## config.mk

```make
export PLATFORM = sky130hd
export DESIGN_NAME = refdiv_dual
export DESIGN_NICKNAME = d
export VERILOG_FILES = /design/src/rtl/refdiv_pkg.sv /design/src/rtl/refdiv_count.sv /design/src/rtl/refdiv_edge.sv /design/src/rtl/refdiv_dual.sv
export SDC_FILE = /design/constraint.sdc
export NUM_CORES = 1
export LEC_CHECK = 0
export ABC_CLOCK_PERIOD_IN_PS = 3600
export BUFFER_PORTS_ARGS = -buffer_cell sky130_fd_sc_hd__buf_2
export CAP_MARGIN = 0
export CORE_MARGIN = 5
export CORE_UTILIZATION = 47
export DETAILED_ROUTE_END_ITERATION = 8
export PLACE_DENSITY = 0.65
export SYNTH_ARGS = -nofsm -noshare
export SYNTH_HDL_FRONTEND = slang
export SYNTH_SLANG_ARGS = --single-unit
```

## constraint.sdc

```tcl
create_clock -name clk_i -period 3.6 [get_ports clk_i]
set_input_delay 0.9 -clock clk_i [delete_from_list [all_inputs] [get_ports clk_i]]
set_output_delay 0.9 -clock clk_i [all_outputs]
set_load 0.03 [all_outputs]
```

## src/rtl/refdiv_pkg.sv

```systemverilog
package refdiv_pkg;

  // Lift a programmed ratio to the minimum legal value.
  function automatic int unsigned clamp_ratio(input int unsigned r, input int unsigned floor_v);
    return (r < floor_v) ? floor_v : r;
  endfunction

  // Number of cycles the divided signal spends high.
  function automatic int unsigned high_len(input int unsigned r);
    return r / 2;
  endfunction

endpackage

```

## src/rtl/refdiv_count.sv

```systemverilog
module refdiv_count #(
  parameter int W     = 12,
  parameter int MIN_R = 8
) (
  input  logic         clk_i,
  input  logic         rst_i,
  input  logic [W-1:0] ratio_i,
  input  logic         half_i,
  output logic [W-1:0] cnt_o,
  output logic [W-1:0] cnt_nxt_o,
  output logic         wrap_o,
  output logic [W-1:0] act_ratio_o,
  output logic         act_half_o
);
  import refdiv_pkg::*;

  logic [W-1:0] cnt_q;
  logic [W-1:0] act_r_q;
  logic         act_h_q;
  logic [W-1:0] ratio_legal;
  logic         wrap;
  logic [W-1:0] cnt_nxt;

  always_comb begin
    ratio_legal = W'(clamp_ratio(32'(ratio_i), MIN_R));
    wrap        = (cnt_q == act_r_q - W'(1));
    cnt_nxt     = wrap ? '0 : cnt_q + W'(1);
  end

  always_ff @(posedge clk_i) begin
    if (rst_i) begin
      cnt_q   <= '0;
      act_r_q <= ratio_legal;
      act_h_q <= half_i;
    end else begin
      cnt_q <= cnt_nxt;
      if (wrap) begin
        act_r_q <= ratio_legal;
        act_h_q <= half_i;
      end
    end
  end

  assign cnt_o       = cnt_q;
  assign cnt_nxt_o   = cnt_nxt;
  assign wrap_o      = wrap;
  assign act_ratio_o = act_r_q;
  assign act_half_o  = act_h_q;

endmodule

```

## src/rtl/refdiv_edge.sv

```systemverilog
module refdiv_edge #(
  parameter int W = 12
) (
  input  logic         clk_i,
  input  logic         rst_i,
  input  logic [W-1:0] cnt_nxt_i,
  input  logic [W-1:0] act_ratio_i,
  input  logic         act_half_i,
  output logic         rise_evt_o,
  output logic         fall_evt_o,
  output logic         tog_o,
  output logic         strobe_a_o,
  output logic         strobe_b_o
);
  import refdiv_pkg::*;

  logic [W-1:0] hi_len;
  logic         rise_evt;
  logic         fall_evt;
  logic         b_fire;
  logic         tog_q;
  logic         sa_q;
  logic         sb_q;

  always_comb begin
    hi_len   = W'(high_len(32'(act_ratio_i)));
    rise_evt = (cnt_nxt_i == '0);
    fall_evt = (cnt_nxt_i == hi_len);
    b_fire   = fall_evt && (!act_half_i || !tog_q);
  end

  always_ff @(posedge clk_i) begin
    if (rst_i) begin
      tog_q <= 1'b0;
      sa_q  <= 1'b0;
      sb_q  <= 1'b0;
    end else begin
      sa_q <= rise_evt;
      sb_q <= b_fire;
      if (fall_evt) tog_q <= act_half_i ? ~tog_q : 1'b0;
    end
  end

  assign rise_evt_o = rise_evt;
  assign fall_evt_o = fall_evt;
  assign tog_o      = tog_q;
  assign strobe_a_o = sa_q;
  assign strobe_b_o = sb_q;

endmodule

```

## src/rtl/refdiv_dual.sv

```systemverilog
module refdiv_dual #(
  parameter int W     = 12,
  parameter int MIN_R = 8
) (
  input  logic         clk_i,
  input  logic         rst_i,
  input  logic [W-1:0] ratio_i,
  input  logic         half_b_i,
  output logic         strobe_a_o,
  output logic         strobe_b_o,
  output logic         ref_o
);

  logic [W-1:0] cnt;
  logic [W-1:0] cnt_nxt;
  logic         wrap_evt;
  logic [W-1:0] act_ratio;
  logic         act_half;
  logic         rise_evt;
  logic         fall_evt;
  logic         tog;

  refdiv_count #(.W(W), .MIN_R(MIN_R)) u_count (
    .clk_i       (clk_i),
    .rst_i       (rst_i),
    .ratio_i     (ratio_i),
    .half_i      (half_b_i),
    .cnt_o       (cnt),
    .cnt_nxt_o   (cnt_nxt),
    .wrap_o      (wrap_evt),
    .act_ratio_o (act_ratio),
    .act_half_o  (act_half)
  );

  refdiv_edge #(.W(W)) u_edge (
    .clk_i       (clk_i),
    .rst_i       (rst_i),
    .cnt_nxt_i   (cnt_nxt),
    .act_ratio_i (act_ratio),
    .act_half_i  (act_half),
    .rise_evt_o  (rise_evt),
    .fall_evt_o  (fall_evt),
    .tog_o       (tog),
    .strobe_a_o  (strobe_a_o),
    .strobe_b_o  (strobe_b_o)
  );

  assign ref_o = clk_i;

endmodule

```

==> results.py <==
metrics = {
    "synthesis": {
        "syn_avg_cell_area_um2": 9.302,
        "synth_cell_types": 62,
        "synth_ff_type": "dfxtp_1",
        "yosys.area.top_type": "edfxtp_1",
        "yosys_warnings": 0,
        "synth_cells": 214,
        "ys_top_cells_by_area": "edfxtp_1 20%, dfxtp_1 15%, xnor2_1 7.0%",
        "synth_edf_count": 13,
        "ys_seq_elements": 28,
        "async_flop_share_pct": 0,
        "seq_area_frac_synth_pct": 34.70,
        "synth_nets": 231,
        "synth_area_um2": 1991,
        "synth.top_cell.area_share_pct": 19.61,
    },
    "layout": {
        "drive_above_1_share_pct": 17.81,
        "layout_common_cells": "19 x nor2_1, 17 x buf_2, 16 x xnor2_1, 15 x dfxtp_1, 13 x edfxtp_1",
        "finalNetCount": 237,
        "finalInstanceArea_um2": 2162,
        "insertedDiodeCount": 0,
        "syn2layout_area_growth_pct": 8.611,
        "layout_commonest_cell": "nor2_1",
        "nFillCells": 382,
    },
    "sta": {
        "tightest_slew_ns": 0.5915,
        "skew_ns": 0.002684,
        "hold_viol": 0,
        "setup_tns_ns": 0,
        "slew_headroom_pct": 60.26,
        "drv_slew": 0,
        "rsz0062_at_grt": "no",
        "setup_violations": 0,
    },
    "setup_path": {
        "path_cells": "clkbuf_8, clkbuf_8, buf_2",
        "startpoint_type": "clock port",
        "cp.depth": 3,
        "critPathTopFamily": "buffers and inverters",
        "reg2regPathDepth": 9,
        "slowest_stage": "buf_2",
        "critPathMostFrequentCell": "clkbuf_8",
        "r2r_slack_ns": 0.76,
        "slowest_delay_ns": 0.16,
        "cp-startpoint": "clk_i",
        "crit_buf_inv": 3,
        "r2r-end": "u_count.act_ratio_o[2]",
        "path_class": "clock port to output port",
        "cp.arrival_ns": 2.19,
        "worst_r2r_startpoint": "u_count.act_ratio_o[1]",
        "required_ns": 2.70,
        "cp-end-kind": "output port",
        "endpoint": "ref_o",
        "cp_max_fo": 2,
    },
    "pwr": {
        "internal_power_uw": 615.8,
        "seqPwrFrac_pct": 44.7,
        "irDropWorstVdd_mv": 0.2467,
        "p_sw_uw": 210.6,
        "leakagePower_uw": 0.0008324,
        "power.density_nw_per_um2": 382.2,
        "p_sw_share_pct": 25.49,
        "combPwrFrac_pct": 11.0,
        "pwr-share-clk_pct": 44.3,
    },
    "min_path": {
        "holdCritPathClass": "flop to flop",
    },
    "cts": {
        "cts-hold-fix-buffers": 0,
        "clk_pin_slew_worst_paths_ns": 0.09,
        "cts_tree": "done",
        "insertion_delay_ns": 0.38,
        "cts.repair.resized": 0,
        "post_cts_buffers": 0,
    },
    "placement": {
        "port_buffers": 17,
        "dpl.hpwl_um": 3471,
        "place_area_um2": 2049,
        "place.gp.congestion": 0.9070,
    },
    "drt": {
        "avgRoutedWirePerCell_um": 16.45,
        "vias_per_cell": 5.866,
        "vias": 1578,
        "dr.pass1.iters": 4,
        "drc": 0,
        "antenna_left": 0,
        "routed_wl_um": 4424,
        "drtIter0Drc": 132,
    },
    "die": {
        "initial_core_util_pct": 49.06,
        "design.core.area_um2": 4058,
        "rows": 23,
        "io_pins": 18,
        "fp.dieW_um": 75.08,
        "die_area_um2": 5637,
        "die_h_um": 75.08,
    },
    "global_route": {
        "grt_pass1_wl_um": 7438,
        "grt_overflow_total": 0,
        "grt_max_degree": 26,
        "grt_antenna_before_repair": 0,
        "grt_pass1_vias": 1505,
        "grt_usage_pct": 17.82,
    },
    "run_status": {
        "outcome": "finished clean",
    },
    "job": {
        "cap_violations": 0,
    },
}
logic make-up (layout without fill, tap and decap cells):
group / after synthesis / in the layout / share of synthesized area (%)
DFF: 28 / 28 / 34.70
muxes: 3 / 3 / 1.571
adders and majority gates: 2 / 2 / 1.257
AOI/OAI and AO/OA: 37 / 37 / 13.83
xor gates and xnor gates: 31 / 31 / 16.47
and+or+nand+nor: 87 / 87 / 26.21
buffers and inverters: 26 / 31 / 5.971
worst min path at each step:
stage | start | end | slack, ns | cells after the start
4_1_cts | u_count.act_half_o | u_edge.strobe_b_o | 0.47 | 1
3_3_place_gp | u_count.act_half_o | u_edge.strobe_b_o | 0.45 | 1
3_5_place_dp | u_count.act_half_o | u_edge.strobe_b_o | 0.46 | 1
5_1_grt | u_count.act_half_o | u_edge.strobe_b_o | 0.50 | 1
2_1_floorplan | u_edge.tog_o | u_edge.strobe_b_o | 0.43 | 1
6_report | u_count.act_half_o | u_edge.strobe_b_o | 0.47 | 1
power groups by stage:
stage / Combinational [µW] / Clock, µW / Sequential (µW)
3_5_place_dp: 90.7 / 35.0 / 376
2_1_floorplan: 77.6 / 41.6 / 363
5_1_grt: 101 / 397 / 371
6_report: 91.3 / 366 / 369
4_1_cts: 91.0 / 374 / 369
3_3_place_gp: 91.2 / 35.0 / 376
through the flow:
step	cells	power [µW]	hold slack (ns)	setup WS (ns)	utilization [%]
2_1_floorplan	214	482.4	0.4309	0.7550	-
3_3_place_gp	262	502.4	0.4538	0.7461	50.51
3_5_place_dp	262	501.9	0.4593	0.7461	50.51
4_1_cts	269	834.0	0.4725	0.5100	53.28
5_1_grt	269	869.4	0.5045	0.5070	53.28
6_report	269	826.4	0.4727	0.5134	53.28
Yosys cell counts (2+ instances only):
master / count
a211oi_1: 2
a21boi_0: 2
a21oi_1: 3
and2_1: 3
and3_1: 3
and3b_1: 2
buf_2: 2
buf_6: 2
clkbuf_1: 15
dfxtp_1: 15
edfxtp_1: 13
ha_1: 2
inv_1: 6
mux2i_1: 2
nand2_1: 7
nand2b_1: 5
nand3_1: 12
nand4_1: 3
nor2_1: 19
nor2b_1: 2
nor3_1: 8
nor4_1: 6
o2111ai_1: 2
o211a_1: 2
o211ai_1: 2
o21ai_0: 4
o21ai_1: 2
o31ai_1: 4
o41ai_1: 2
or2_2: 2
or4_4: 2
xnor2_1: 16
xnor3_1: 3
xor2_1: 11
registers in the layout, summed over array words and instances, names as in the netlist:
name                 flops
u_count.act_ratio_o     12
u_count.cnt_o           12
u_count.act_half_o       1
u_edge.strobe_a_o        1
u_edge.strobe_b_o        1
u_edge.tog_o             1
cell type report:
| type | instances | area [µm²] | area share, % |
|---|---|---|---|
| clock buffer | 7 | 87.58 | 4.051 |
| clock inverter | 1 | 30.03 | 1.389 |
| inverter | 6 | 22.52 | 1.042 |
| multi-input combinational | 160 | 1181 | 54.63 |
| sequential | 28 | 690.7 | 31.94 |
| tap | 50 | 62.56 | 2.894 |
| timing repair buffer | 17 | 87.58 | 4.051 |
per-layer routing:
layer / wire (µm) / part of all wire (%) / global-route usage [%] / vias up
li1: - / - / - / 788
met1: 2170 / 49 / 25.62 / 742
met2: 1958 / 44 / 25.82 / 39
met3: 180 / 4.1 / 3.338 / 9
met4: 114 / 2.6 / 8.103 / 0
met5: 0 / 0 / 0 / -
Power figures use the tool's default switching activity.
